File: config.mk
export PLATFORM = sky130hd
export DESIGN_NAME = rom_bridge
export DESIGN_NICKNAME = d
export VERILOG_FILES = /design/src/rtl/rom_bridge_pkg.sv /design/src/rtl/rom_array.sv /design/src/rtl/rom_lane_steer.sv /design/src/rtl/rom_bridge.sv
export SDC_FILE = /design/constraint.sdc
export NUM_CORES = 1
export LEC_CHECK = 0
export ABC_AREA = 1
export BUFFER_PORTS_ARGS = -buffer_cell sky130_fd_sc_hd__buf_2
export CAP_MARGIN = 25
export CORE_UTILIZATION = 40
export DETAILED_ROUTE_END_ITERATION = 10
export PLACE_DENSITY = 0.59
export SYNTH_ARGS = -nofsm -noshare
export SYNTH_HDL_FRONTEND = slang
export SYNTH_SLANG_ARGS = --single-unit
File: constraint.sdc
create_clock -name clk -period 7.7 [get_ports clk]
set_clock_uncertainty 0.2 [all_clocks]
set_input_delay 0.77 -clock clk [delete_from_list [all_inputs] [get_ports clk]]
set_output_delay 0.77 -clock clk [all_outputs]
set_load 0.01 [all_outputs]
File: src/rtl/rom_bridge_pkg.sv
`timescale 1ns/1ps
package rom_bridge_pkg;

    typedef enum logic [1:0] {
        SZ_BYTE = 2'd0,
        SZ_HALF = 2'd1,
        SZ_WORD = 2'd2,
        SZ_RSVD = 2'd3
    } acc_size_e;

    typedef enum logic [1:0] {
        ST_IDLE  = 2'd0,
        ST_FETCH = 2'd1,
        ST_LOAD  = 2'd2
    } brg_state_e;

    // Computed array contents; row index widened to 32 bits
    function automatic logic [63:0] rom_row_value(input logic [31:0] idx);
        logic [31:0] hi_w;
        logic [31:0] lo_w;
        hi_w = (idx * 32'h0100_0193) ^ 32'hC3A5_0F1E;
        lo_w = (idx * 32'h9E37_79B9) + 32'h0000_5A5A;
        return {hi_w, lo_w};
    endfunction

endpackage

File: src/rtl/rom_array.sv
`timescale 1ns/1ps
module rom_array #(
    parameter int ROW_W  = 15,
    parameter int DATA_W = 64
) (
    input  logic              clk,
    input  logic              rst_n,
    input  logic              rd_start,
    input  logic [ROW_W-1:0]  rd_row,
    output logic [DATA_W-1:0] rd_data
);
    import rom_bridge_pkg::*;

    logic [ROW_W-1:0]  row_q;
    logic [DATA_W-1:0] data_q;

    // Stage one: capture row index
    always_ff @(posedge clk or negedge rst_n) begin
        if (!rst_n) begin
            row_q <= '0;
        end else if (rd_start) begin
            row_q <= rd_row;
        end
    end

    // Stage two: registered array output
    always_ff @(posedge clk or negedge rst_n) begin
        if (!rst_n) begin
            data_q <= '0;
        end else begin
            data_q <= DATA_W'(rom_row_value(32'(row_q)));
        end
    end

    assign rd_data = data_q;

endmodule

File: src/rtl/rom_lane_steer.sv
`timescale 1ns/1ps
module rom_lane_steer #(
    parameter int ROW_DW = 64,
    parameter int BUS_DW = 32
) (
    input  logic [ROW_DW-1:0] row,
    input  logic [2:0]        offs,
    input  logic [1:0]        size,
    output logic [BUS_DW-1:0] data
);
    import rom_bridge_pkg::*;

    logic [BUS_DW-1:0] word_sel;
    logic [BUS_DW-1:0] lane_mask;

    // Lower address lives in the upper half (big-endian)
    assign word_sel = offs[2] ? row[BUS_DW-1:0] : row[ROW_DW-1:BUS_DW];

    always_comb begin
        unique case (acc_size_e'(size))
            SZ_BYTE: lane_mask = 32'hFF00_0000 >> (5'(offs[1:0]) << 3);
            SZ_HALF: lane_mask = offs[1] ? 32'h0000_FFFF : 32'hFFFF_0000;
            SZ_WORD: lane_mask = 32'hFFFF_FFFF;
            SZ_RSVD: lane_mask = 32'h0000_0000;
        endcase
    end

    assign data = word_sel & lane_mask;

endmodule

File: src/rtl/rom_bridge.sv
`timescale 1ns/1ps
module rom_bridge #(
    parameter int ADDR_W   = 32,
    parameter int WIN_BITS = 18,
    parameter int BUS_DW   = 32,
    parameter int ROW_DW   = 64
) (
    input  logic              clk,
    input  logic              rst_n,
    input  logic [2:0]        mode,
    input  logic              req_valid,
    input  logic              req_write,
    input  logic [31:0]       req_addr,
    input  logic [1:0]        req_size,
    output logic              rsp_ready,
    output logic [31:0]       rsp_data,
    output logic              rsp_err
);
    import rom_bridge_pkg::*;

    localparam int OFS_W = $clog2(ROW_DW / 8);
    localparam int ROW_W = WIN_BITS - OFS_W;

    brg_state_e        state_q, state_d;
    logic [2:0]        mode_q;
    logic              buf_valid;
    logic [ROW_W-1:0]  buf_tag;
    logic [ROW_DW-1:0] buf_row;
    logic [ROW_W-1:0]  pend_tag;
    logic [ROW_DW-1:0] arr_data;
    logic [BUS_DW-1:0] steer_data;

    logic in_window, mode_en, claim, misaligned, bad_req, hit;
    logic arr_start, buf_load;
    logic [ROW_W-1:0] req_row;

    assign req_row    = req_addr[WIN_BITS-1:OFS_W];
    assign in_window  = (req_addr[ADDR_W-1:WIN_BITS] == '0);
    assign mode_en    = (mode == 3'd0) || (mode == 3'd1);
    assign claim      = req_valid && mode_en && in_window;
    assign misaligned = ((acc_size_e'(req_size) == SZ_HALF) && req_addr[0])
                     || ((acc_size_e'(req_size) == SZ_WORD) && (req_addr[1:0] != 2'b00))
                     ||  (acc_size_e'(req_size) == SZ_RSVD);
    assign bad_req    = req_write || misaligned;
    assign hit        = buf_valid && (buf_tag == req_row);

    rom_array #(.ROW_W(ROW_W), .DATA_W(ROW_DW)) u_array (
        .clk     (clk),
        .rst_n   (rst_n),
        .rd_start(arr_start),
        .rd_row  (req_row),
        .rd_data (arr_data)
    );

    rom_lane_steer #(.ROW_DW(ROW_DW), .BUS_DW(BUS_DW)) u_steer (
        .row (buf_row),
        .offs(req_addr[OFS_W-1:0]),
        .size(req_size),
        .data(steer_data)
    );

    // State register
    always_ff @(posedge clk or negedge rst_n) begin
        if (!rst_n) begin
            state_q <= ST_IDLE;
        end else begin
            state_q <= state_d;
        end
    end

    // Next state and outputs
    always_comb begin
        state_d   = state_q;
        rsp_ready = 1'b0;
        rsp_err   = 1'b0;
        rsp_data  = '0;
        arr_start = 1'b0;
        buf_load  = 1'b0;
        unique case (state_q)
            ST_IDLE: begin
                if (claim) begin
                    if (bad_req) begin
                        rsp_ready = 1'b1;
                        rsp_err   = 1'b1;
                    end else if (hit) begin
                        rsp_ready = 1'b1;
                        rsp_data  = steer_data;
                    end else begin
                        arr_start = 1'b1;
                        state_d   = ST_FETCH;
                    end
                end
            end
            ST_FETCH: state_d = ST_LOAD;
            ST_LOAD: begin
                buf_load = 1'b1;
                state_d  = ST_IDLE;
            end
            default: state_d = ST_IDLE;
        endcase
    end

    // Row buffer, tag and mode tracker
    always_ff @(posedge clk or negedge rst_n) begin
        if (!rst_n) begin
            mode_q    <= 3'd0;
            buf_valid <= 1'b0;
            buf_tag   <= '0;
            buf_row   <= '0;
            pend_tag  <= '0;
        end else begin
            mode_q <= mode;
            if (arr_start) begin
                pend_tag <= req_row;
            end
            if (mode != mode_q) begin
                buf_valid <= 1'b0;
            end else if (buf_load) begin
                buf_valid <= 1'b1;
                buf_tag   <= pend_tag;
                buf_row   <= arr_data;
            end
        end
    end

    // Assertions
    p_err_completes_r9: assert property (@(posedge clk) disable iff (!rst_n)
        rsp_err |-> (rsp_ready && (rsp_data == '0)));

    p_unclaimed_quiet_r3: assert property (@(posedge clk) disable iff (!rst_n)
        (!mode_en || !in_window) |-> (!rsp_ready && !rsp_err));

    p_ready_needs_req_r2: assert property (@(posedge clk) disable iff (!rst_n)
        rsp_ready |-> req_valid);

    p_stall_low_r4: assert property (@(posedge clk) disable iff (!rst_n)
        (state_q != ST_IDLE) |-> !rsp_ready);

    p_fetch_then_load_r4: assert property (@(posedge clk) disable iff (!rst_n)
        (state_q == ST_FETCH) |=> (state_q == ST_LOAD));

    p_load_fills_r5: assert property (@(posedge clk) disable iff (!rst_n)
        ((state_q == ST_LOAD) && (mode == mode_q)) |=> buf_valid);

    p_mode_inval_r11: assert property (@(posedge clk) disable iff (!rst_n)
        (mode != mode_q) |=> !buf_valid);

    p_bad_no_fetch_r10: assert property (@(posedge clk) disable iff (!rst_n)
        (rsp_err) |=> (state_q == ST_IDLE));

endmodule

# After elaboration in Yosys (flattened, before gate mapping)
# Cells that the tools add are included.
# op_classes
addsub	1
bitwise	3
n_eq_ne	11
reduce_logical	17
multipliers	2
mux	25
n_shift	1
# ops
operator	n
two-way mux 32 bit	6
one-hot mux 32 bit (4 select lines)	1
adder 32 x 15 -> 32 bit (second input constant)	1
bitwise AND 32 bit	1
multiplier 15 x 25 -> 32 bit (second input constant)	1
multiplier 15 x 32 -> 32 bit (second input constant)	1
right shift 32 x 5 -> 32 bit (first input constant)	1
inverter 16 bit	1
== test 15 bit	1
zero test 14 bit	1
two-way mux 1 bit	14
== test 2 bit (second input constant)	3
two-way mux 2 bit	3
inequality test 2 bit (second input constant)	3
logical AND 1 bit	5
== test 2 x 1 -> 1 bit (second input constant)	2
zero test 2 bit	2
logical OR 1 bit	4
one-hot mux 2 bit (2 select lines)	1
nonzero test 2 bit	2
== test 3 x 1 -> 1 bit (second input constant)	1
zero test 3 bit	1
inequality test 3 bit	1
AND reduction 3 bit	1
other kinds (2)	2
# totals
output_inout_bits	34
in_bits	41
register_bits	164
wordCells	67

# Longest topological paths before layout
# Gate-level depths: netlist (run 1).
# logic_depth
depth_word	8
ltp_mapped	24
depth_no_buf	24

# Modules after synthesis
# A second synthesis (run 1) with hierarchy kept.
# hier_totals
hier_cells	2210
area_unflattened_um2	18034.8
# modules_own_cells
module	cells_each	n_inst	seq_area_each_um2	area_per_inst_um2
rom_array	1481	1	1951.9	12552.0
rom_bridge	586	1	2502.4	4785.8
rom_lane_steer	143	1	0.0	696.9

# Worst setup path before layout (run 1)
# No wires, ideal clock.
# synth_path
path_type	register to register
from	reg u_array.row_q[0]
to	reg u_array.data_q[31], in the netlist u_array.rd_data[31]
synth_period_minus_slack_ps	5395
n_path_buf	0
setup_ps	116
path_slack_ps	2305
t_required_ps	7384
arrival_time_ps	5079
stages_incl_launch_ff	23
path_cell_list	dfrtp_1 -> inv_1 -> fa_1 -> inv_1 -> fa_1 -> inv_1 -> fa_1 -> inv_1 -> fa_1 -> fa_1 -> inv_1 -> fa_1 -> inv_1 -> ha_1 -> nand2_1 -> nor2_1 -> nand2_1 -> nor3b_1 -> nand2_1 -> inv_1 -> nor2_1 -> nand2_1 -> nand2_1
# synth_via
elab_chain_cells	2
# synth_rtl
item	line	source
start: declaration	rom_array.sv:14	logic [ROW_W-1:0] row_q;
start signal: assignment	rom_array.sv:22	row_q <= rd_row;
multiplier 15 x 32 -> 32 bit	rom_bridge_pkg.sv:22	lo_w = (idx * 32'h9E37_79B9) + 32'h0000_5A5A;
adder 32 x 15 -> 32 bit	rom_bridge_pkg.sv:22	
end signal: assignment	rom_array.sv:31	data_q <= DATA_W'(rom_row_value(32'(row_q)));
end: declaration	rom_array.sv:15	logic [DATA_W-1:0] data_q;
# Every way passes these cells.
# A chain may end at the register's enable or synchronous reset.

# Final worst setup path (run 1)
# layout_path
from	reg u_array.row_q[0]
to	reg u_array.data_q[21], in the netlist u_array.rd_data[21]
# Same word-level chain as after synthesis.

==> qor.yml, run 1 <==
outcome:
  outcome: "complete, but fails checks"
  violations: "DRC"
place:
  placed_area_mm2: 0.0177
  io_buffers: 74
  place.gp.congestion: 0.978
  place_hpwl_mm: 41.7
  pre_cts_ws_ns: 1.54
clocking:
  h-tree-depth: 4
  cts.reportedPaths.clkPinSlew_ns: 0.07
  cts_buffers: 17
  cts_tree: "built"
  cts-resized-gates: 0
  ctsHoldBuffers: 0
  clk-insertion-delay-late_ns: 0.48
  clock_sinks: 162
  clock-root-buffer: "clkbuf_16"
  post_cts_buffers: 0
  cts.path.max_buffers: 2
die:
  coreArea_mm2: 0.0411
  die_x_um: 207
  ioPinCount: 75
  dieArea_mm2: 0.0427
  die_h_um: 207
  start_util: 0.408
  row_count: 74
power:
  power_frac_clock: 0.496
  swShare: 0.260
  switchingPower_mw: 0.469
  intPower_mw: 1.34
  finalPower_mw: 1.81
  power_frac_comb: 0.032
  p_seq_frac: 0.472
  power.density_mw_per_mm2: 98.3
  leakage_nw: 10.6
  ir_worst_vdd_mv: 0.158
synthesis:
  yosysSeqAreaShare: 0.242
  synth_area_leaders: "dfrtp_1 (24%), fa_1 (21%), ha_1 (16%)"
  syn-cell-area_mm2: 0.0168
  synth_nets: 2457
  yosys_register_bits: 162
  ys.flop_type: "dfrtp_1"
  synth_warnings: 0
  synth_edf_count: 0
  yosysTopAreaCell: "dfrtp_1"
  synth_top_area_frac: 0.242
  postSynthAreaPerCell_um2: 8.27
  syn_inst: 2027
  synthDistinctLibCells: 39
  async_flop_share: 1.00
global_route:
  grt_pass1_vias: 13364
  grt_pass1_wl_mm: 76.4
  antenna_found_initial: 1
  grt_max_degree: 136
  grt_overflow: 0
  grt_usage: 0.245
setup_path:
  start_kind: "flip-flop"
  crit_slowest_cell: "dfrtp_1"
  crit_fanout: 13
  critPathCaptureType: "flip-flop"
  critical_path_class: "flip-flop to flip-flop"
  crit_path_frequent_cell: "inv_1"
  cp_top_family: "adder cells"
  path_cells: "inv_1 -> fa_1 -> inv_1 -> fa_1 -> inv_1 -> fa_1 -> inv_1 -> fa_1 -> fa_1 -> inv_1 -> fa_1 -> inv_1 -> ha_1 -> nand2_1 -> inv_1 -> nand2_1 -> nor2_1 -> nand4_1 -> nand3b_1 -> xor2_1"
  max_stage_delay_ns: 0.77
  cp_data_required_time_ns: 7.87
  cp.arrival_ns: 6.33
  path_buf_inv: 7
finish:
  final_area_mm2: 0.0184
  final_layout_size_suffix_gt1_frac: 0.0615
  fillCellCount: 4165
  layout_common_cells: "inv_1 (496), nand2_1 (442), ha_1 (210)"
  final_common_cell: "inv_1"
  antenna_cells: 0
  area_growth_pct: 9.61
  fin_nets: 2532
timing:
  finalSetupViolCount: 0
  maxSlewHeadroom: 0.409
  tns_ns: 0
  fmax_ghz: 0.162
  grt_setup_unrepaired: "no"
  setup_ws_ns: 1.54
  hold_violations: 0
  worstMarginPinSlew_ns: 0.886
  fin_crit_ns: 6.16
  fin_crit_sh: 0.800
  maxSlewViolCount: 0
  whs_ns: 0.172
routing:
  wire_per_inst_um: 18.7
  drc_errors: 17
  antenna_left: 0
  initialDrtViolationCount: 993
  vias_per_cell: 4.92
  drtPass1Iterations: 8
  routed_wl_mm: 49.4
  vias: 13033
min_path:
  hold_path.class: "primary input to async pin"
job:
  drv_cap: 0
[flip-flops by register name (all words and copies together) (netlist names)]
signal	cells
u_array.rd_data	63
state_q	2
buf_valid	1
u_array.row_q	15
buf_row	63
buf_tag	15
mode_q	3
[synth_stat cells (2+ instances only)]
| cell | count |
|---|---|
| and3_1 | 2 |
| nor3b_1 | 2 |
| fa_1 | 179 |
| dfrtp_1 | 162 |
| nand3b_1 | 3 |
| o21bai_1 | 9 |
| nor3_1 | 21 |
| ha_1 | 210 |
| xor2_1 | 21 |
| nand3_2 | 3 |
| xnor2_1 | 11 |
| nor2_1 | 120 |
| o21ai_1 | 55 |
| nand4_1 | 28 |
| mux2i_1 | 31 |
| nand2_4 | 2 |
| o21ai_0 | 61 |
| a21oi_1 | 46 |
| nor2_2 | 4 |
| nand3_1 | 79 |
| buf_2 | 16 |
| inv_1 | 496 |
| or2_2 | 4 |
| o21a_1 | 2 |
| clkbuf_1 | 4 |
| nor2_4 | 2 |
| nand2_1 | 442 |
[final cells by class]
type | count | area, um^2 | share of cell area
multi-input cells | 1344 | 10700 | 0.583
flip-flops and latches | 162 | 4050 | 0.221
inverters | 497 | 1870 | 0.102
well taps | 532 | 666 | 0.0362
repair buffers | 80 | 462 | 0.0251
clock buffers | 17 | 425 | 0.0232
clock inverters | 15 | 180 | 0.00981
[power by group through the flow]
stage	Sequential (mW)	Combinational [mW]	Clock (mW)
2_1_floorplan	0.868	0.0204	0
3_3_place_gp	0.868	0.0563	0
3_5_place_dp	0.868	0.0571	0
4_1_cts	0.852	0.0573	0.915
5_1_grt	0.851	0.0655	0.946
6_report	0.852	0.0577	0.896
[through the flow]
step | utilization | instances
after floorplan | - | 2027
after global placement | 0.431 | 2613
after detailed placement | 0.431 | 2614
after CTS | 0.446 | 2646
after global routing | 0.447 | 2647
final | 0.447 | 2647
[kinds of logic (layout without fill, tap and decap cells)]
group	after synthesis	count (layout)	synth area share
AO/OA/AOI/OAI	175	175	0.0543
flip-flops	162	162	0.242
adder cells (fa/ha/maj)	389	389	0.371
AND/OR/NAND/NOR	717	717	0.179
XOR/XNOR	32	32	0.0167
multiplexers	31	31	0.0185
buffers and inverters	521	609	0.119
[metal layers]
metal | track usage | vias up | wire length (um)
met5 | 0 | - | 0
met4 | 0.0995 | 0 | 1800
met3 | 0.0474 | 83 | 3100
met2 | 0.396 | 376 | 22200
met1 | 0.324 | 6232 | 22300
li1 | - | 6342 | -
[path summary, 6_finish.rpt]
kind | end | slack [ns] | cells after the start | start
setup reg to reg | u_array.rd_data[21]$_DFF_PN0_ | 1.54 | 20 | u_array.row_q[0]$_DFFE_PN0P_
setup / recovery | u_array.rd_data[21]$_DFF_PN0_ | 1.54 | 20 | u_array.row_q[0]$_DFFE_PN0P_
min in group clk | mode_q[0]$_DFF_PN0_ | 0.23 | 1 | mode[0]
hold reg to reg | state_q[1]$_DFFE_PN0P_ | 0.25 | 1 | state_q[1]$_DFFE_PN0P_
max in group asynchronous | buf_row[19]$_DFFE_PN0P_ | 6.03 | 3 | rst_n
hold / removal | buf_row[45]$_DFFE_PN0P_ | 0.17 | 1 | rst_n
(Power assumes the default switching activity.)
==> run 2: changes to the inputs <==
==> constraint.sdc (replaced) <==
create_clock -name clk -period 6.2 [get_ports clk]
set_clock_uncertainty 0.2 [all_clocks]
set_input_delay 0.62 -clock clk [delete_from_list [all_inputs] [get_ports clk]]
set_output_delay 0.62 -clock clk [all_outputs]
set_load 0.01 [all_outputs]
==> run 2 against run 1 <==
  * The flow still finishes with violations (DRC)
  * Final area increased by 0.61%
  * Clock-buffer cell count increased by 1
  * Clock power increased by 18%
  * Worst hold slack got worse by 0.070 ns
  * Critical path depth unchanged
  * Die area unchanged
  * Largest cell class unchanged
  * Highest routed layer unchanged
==> qor.yml, run 2 (synthesis results as in run 1) <==
finish:
  layout_common_cells: "inv_1 (496), nand2_1 (442), ha_1 (210)"
  antenna_cells: 0
  final_common_cell: "inv_1"
  final_area_mm2: 0.0185
  fin_nets: 2550
  final_layout_size_suffix_gt1_frac: 0.0689
  area_growth_pct: 10.3
routing:
  routed_wl_mm: 49.5
  wire_per_inst_um: 18.6
  drc_errors: 17
  initialDrtViolationCount: 973
  vias: 13078
  drtPass1Iterations: 8
  vias_per_cell: 4.91
  antenna_left: 0
place:
  place_hpwl_mm: 42.4
  placed_area_mm2: 0.0178
  io_buffers: 74
  place.gp.congestion: 0.938
timing:
  hold_violations: 0
  worstMarginPinSlew_ns: 0.967
  tns_ns: 0
  fmax_ghz: 0.174
  finalSetupViolCount: 0
  maxSlewViolCount: 0
  maxSlewHeadroom: 0.355
  fin_crit_ns: 5.76
  grt_setup_unrepaired: "no"
  fin_crit_sh: 0.929
clocking:
  cts_tree: "built"
  clock_sinks: 162
  cts_buffers: 17
  ctsHoldBuffers: 0
  clk-insertion-delay-late_ns: 0.45
  cts.path.max_buffers: 2
  cts-resized-gates: 0
  h-tree-depth: 4
  cts.reportedPaths.clkPinSlew_ns: 0.07
  post_cts_buffers: 0
  clock-root-buffer: "clkbuf_16"
setup_path:
  start_kind: "flip-flop"
  r2r-start: "u_array.row_q[1]$_DFFE_PN0P_"
  cp_data_required_time_ns: 6.34
  cp.arrival_ns: 5.90
  critPathCaptureType: "flip-flop"
  critical_path_class: "flip-flop to flip-flop"
  reg2reg_slack_ns: 0.44
  startpoint: "u_array.row_q[1]$_DFFE_PN0P_"
  crit_fanout: 7
global_route:
  grt_pass1_wl_mm: 77.3
  grt_pass1_vias: 13406
  grt_usage: 0.246
  antenna_found_initial: 1
  grt_overflow: 0
  grt_max_degree: 107
die:
  die_h_um: 207
  dieArea_mm2: 0.0427
  ioPinCount: 75
  coreArea_mm2: 0.0411
  die_x_um: 207
  row_count: 74
  start_util: 0.408
power:
  ir_worst_vdd_mv: 0.168
  finalPower_mw: 2.19
  power.density_mw_per_mm2: 119
  leakage_nw: 10.6
outcome:
  outcome: "complete, but fails checks"
  violations: "DRC"
job:
  drv_cap: 0
min_path:
  min-delay-start: "mode[0]"
  hold_path.class: "primary input to flip-flop"
-- run 2: where the power goes --
group / leakage, nW / internal (mW) / switching [mW]
combinational: 8.20 / 0.0238 / 0.0490
sequential: 2.13 / 1.06 / 0.000476
clock: 0.290 / 0.551 / 0.509
-- run 2: layer usage --
metal,up-vias,global-route usage,wire length [um]
met2,422,0.403,22600
li1,6384,-,-
met4,0,0.0764,1270
met1,6220,0.333,22700
met5,-,0,0
met3,52,0.0383,2860
-- run 2: through the flow --
| step | std cells | worst slack, ns | hold slack, ns | util |
|---|---|---|---|---|
| final | 2665 | 0.442 | 0.102 | 0.450 |
| after global placement | 2631 | 0.486 | 0.237 | 0.434 |
| after detailed placement | 2631 | 0.474 | 0.259 | 0.434 |
| after global routing | 2665 | 0.00721 | 0.0971 | 0.450 |
| after floorplan | 2027 | 0.805 | 0.124 | - |
| after CTS | 2663 | 0.459 | 0.0843 | 0.449 |
-- run 2: final timing paths --
check | end | cells after the start
max | u_array.rd_data[27]$_DFF_PN0_ | 20
min | mode_q[0]$_DFF_PN0_ | 1
max reg2reg | u_array.rd_data[27]$_DFF_PN0_ | 20
min reg2reg | state_q[1]$_DFFE_PN0P_ | 1
max in group asynchronous | buf_tag[8]$_DFFE_PN0P_ | 4
min in group asynchronous | buf_row[45]$_DFFE_PN0P_ | 2
-- run 2: critical path: stages, from the launching register on --
cell     delay [ns]
dfrtp_1        0.49
inv_1          0.21
fa_1           0.54
inv_1          0.14
fa_1           0.56
inv_1          0.05
fa_1           0.49
inv_1          0.05
fa_1           0.49
fa_1           0.49
inv_1          0.05
fa_1           0.47
inv_1          0.04
ha_1           0.35
nand2_1        0.09
nor2_1         0.24
inv_1          0.11
nor3_1         0.25
nand3_1        0.16
nand4_1        0.12
nand2_1        0.07
-- run 2: cell type report --
cell class | count | area, um^2
fillers | 4110 | 22600
multi-input cells | 1344 | 10700
flip-flops and latches | 162 | 4050
inverters | 497 | 1870
well taps | 532 | 666
repair buffers | 98 | 579
clock buffers | 18 | 439
clock inverters | 14 | 161
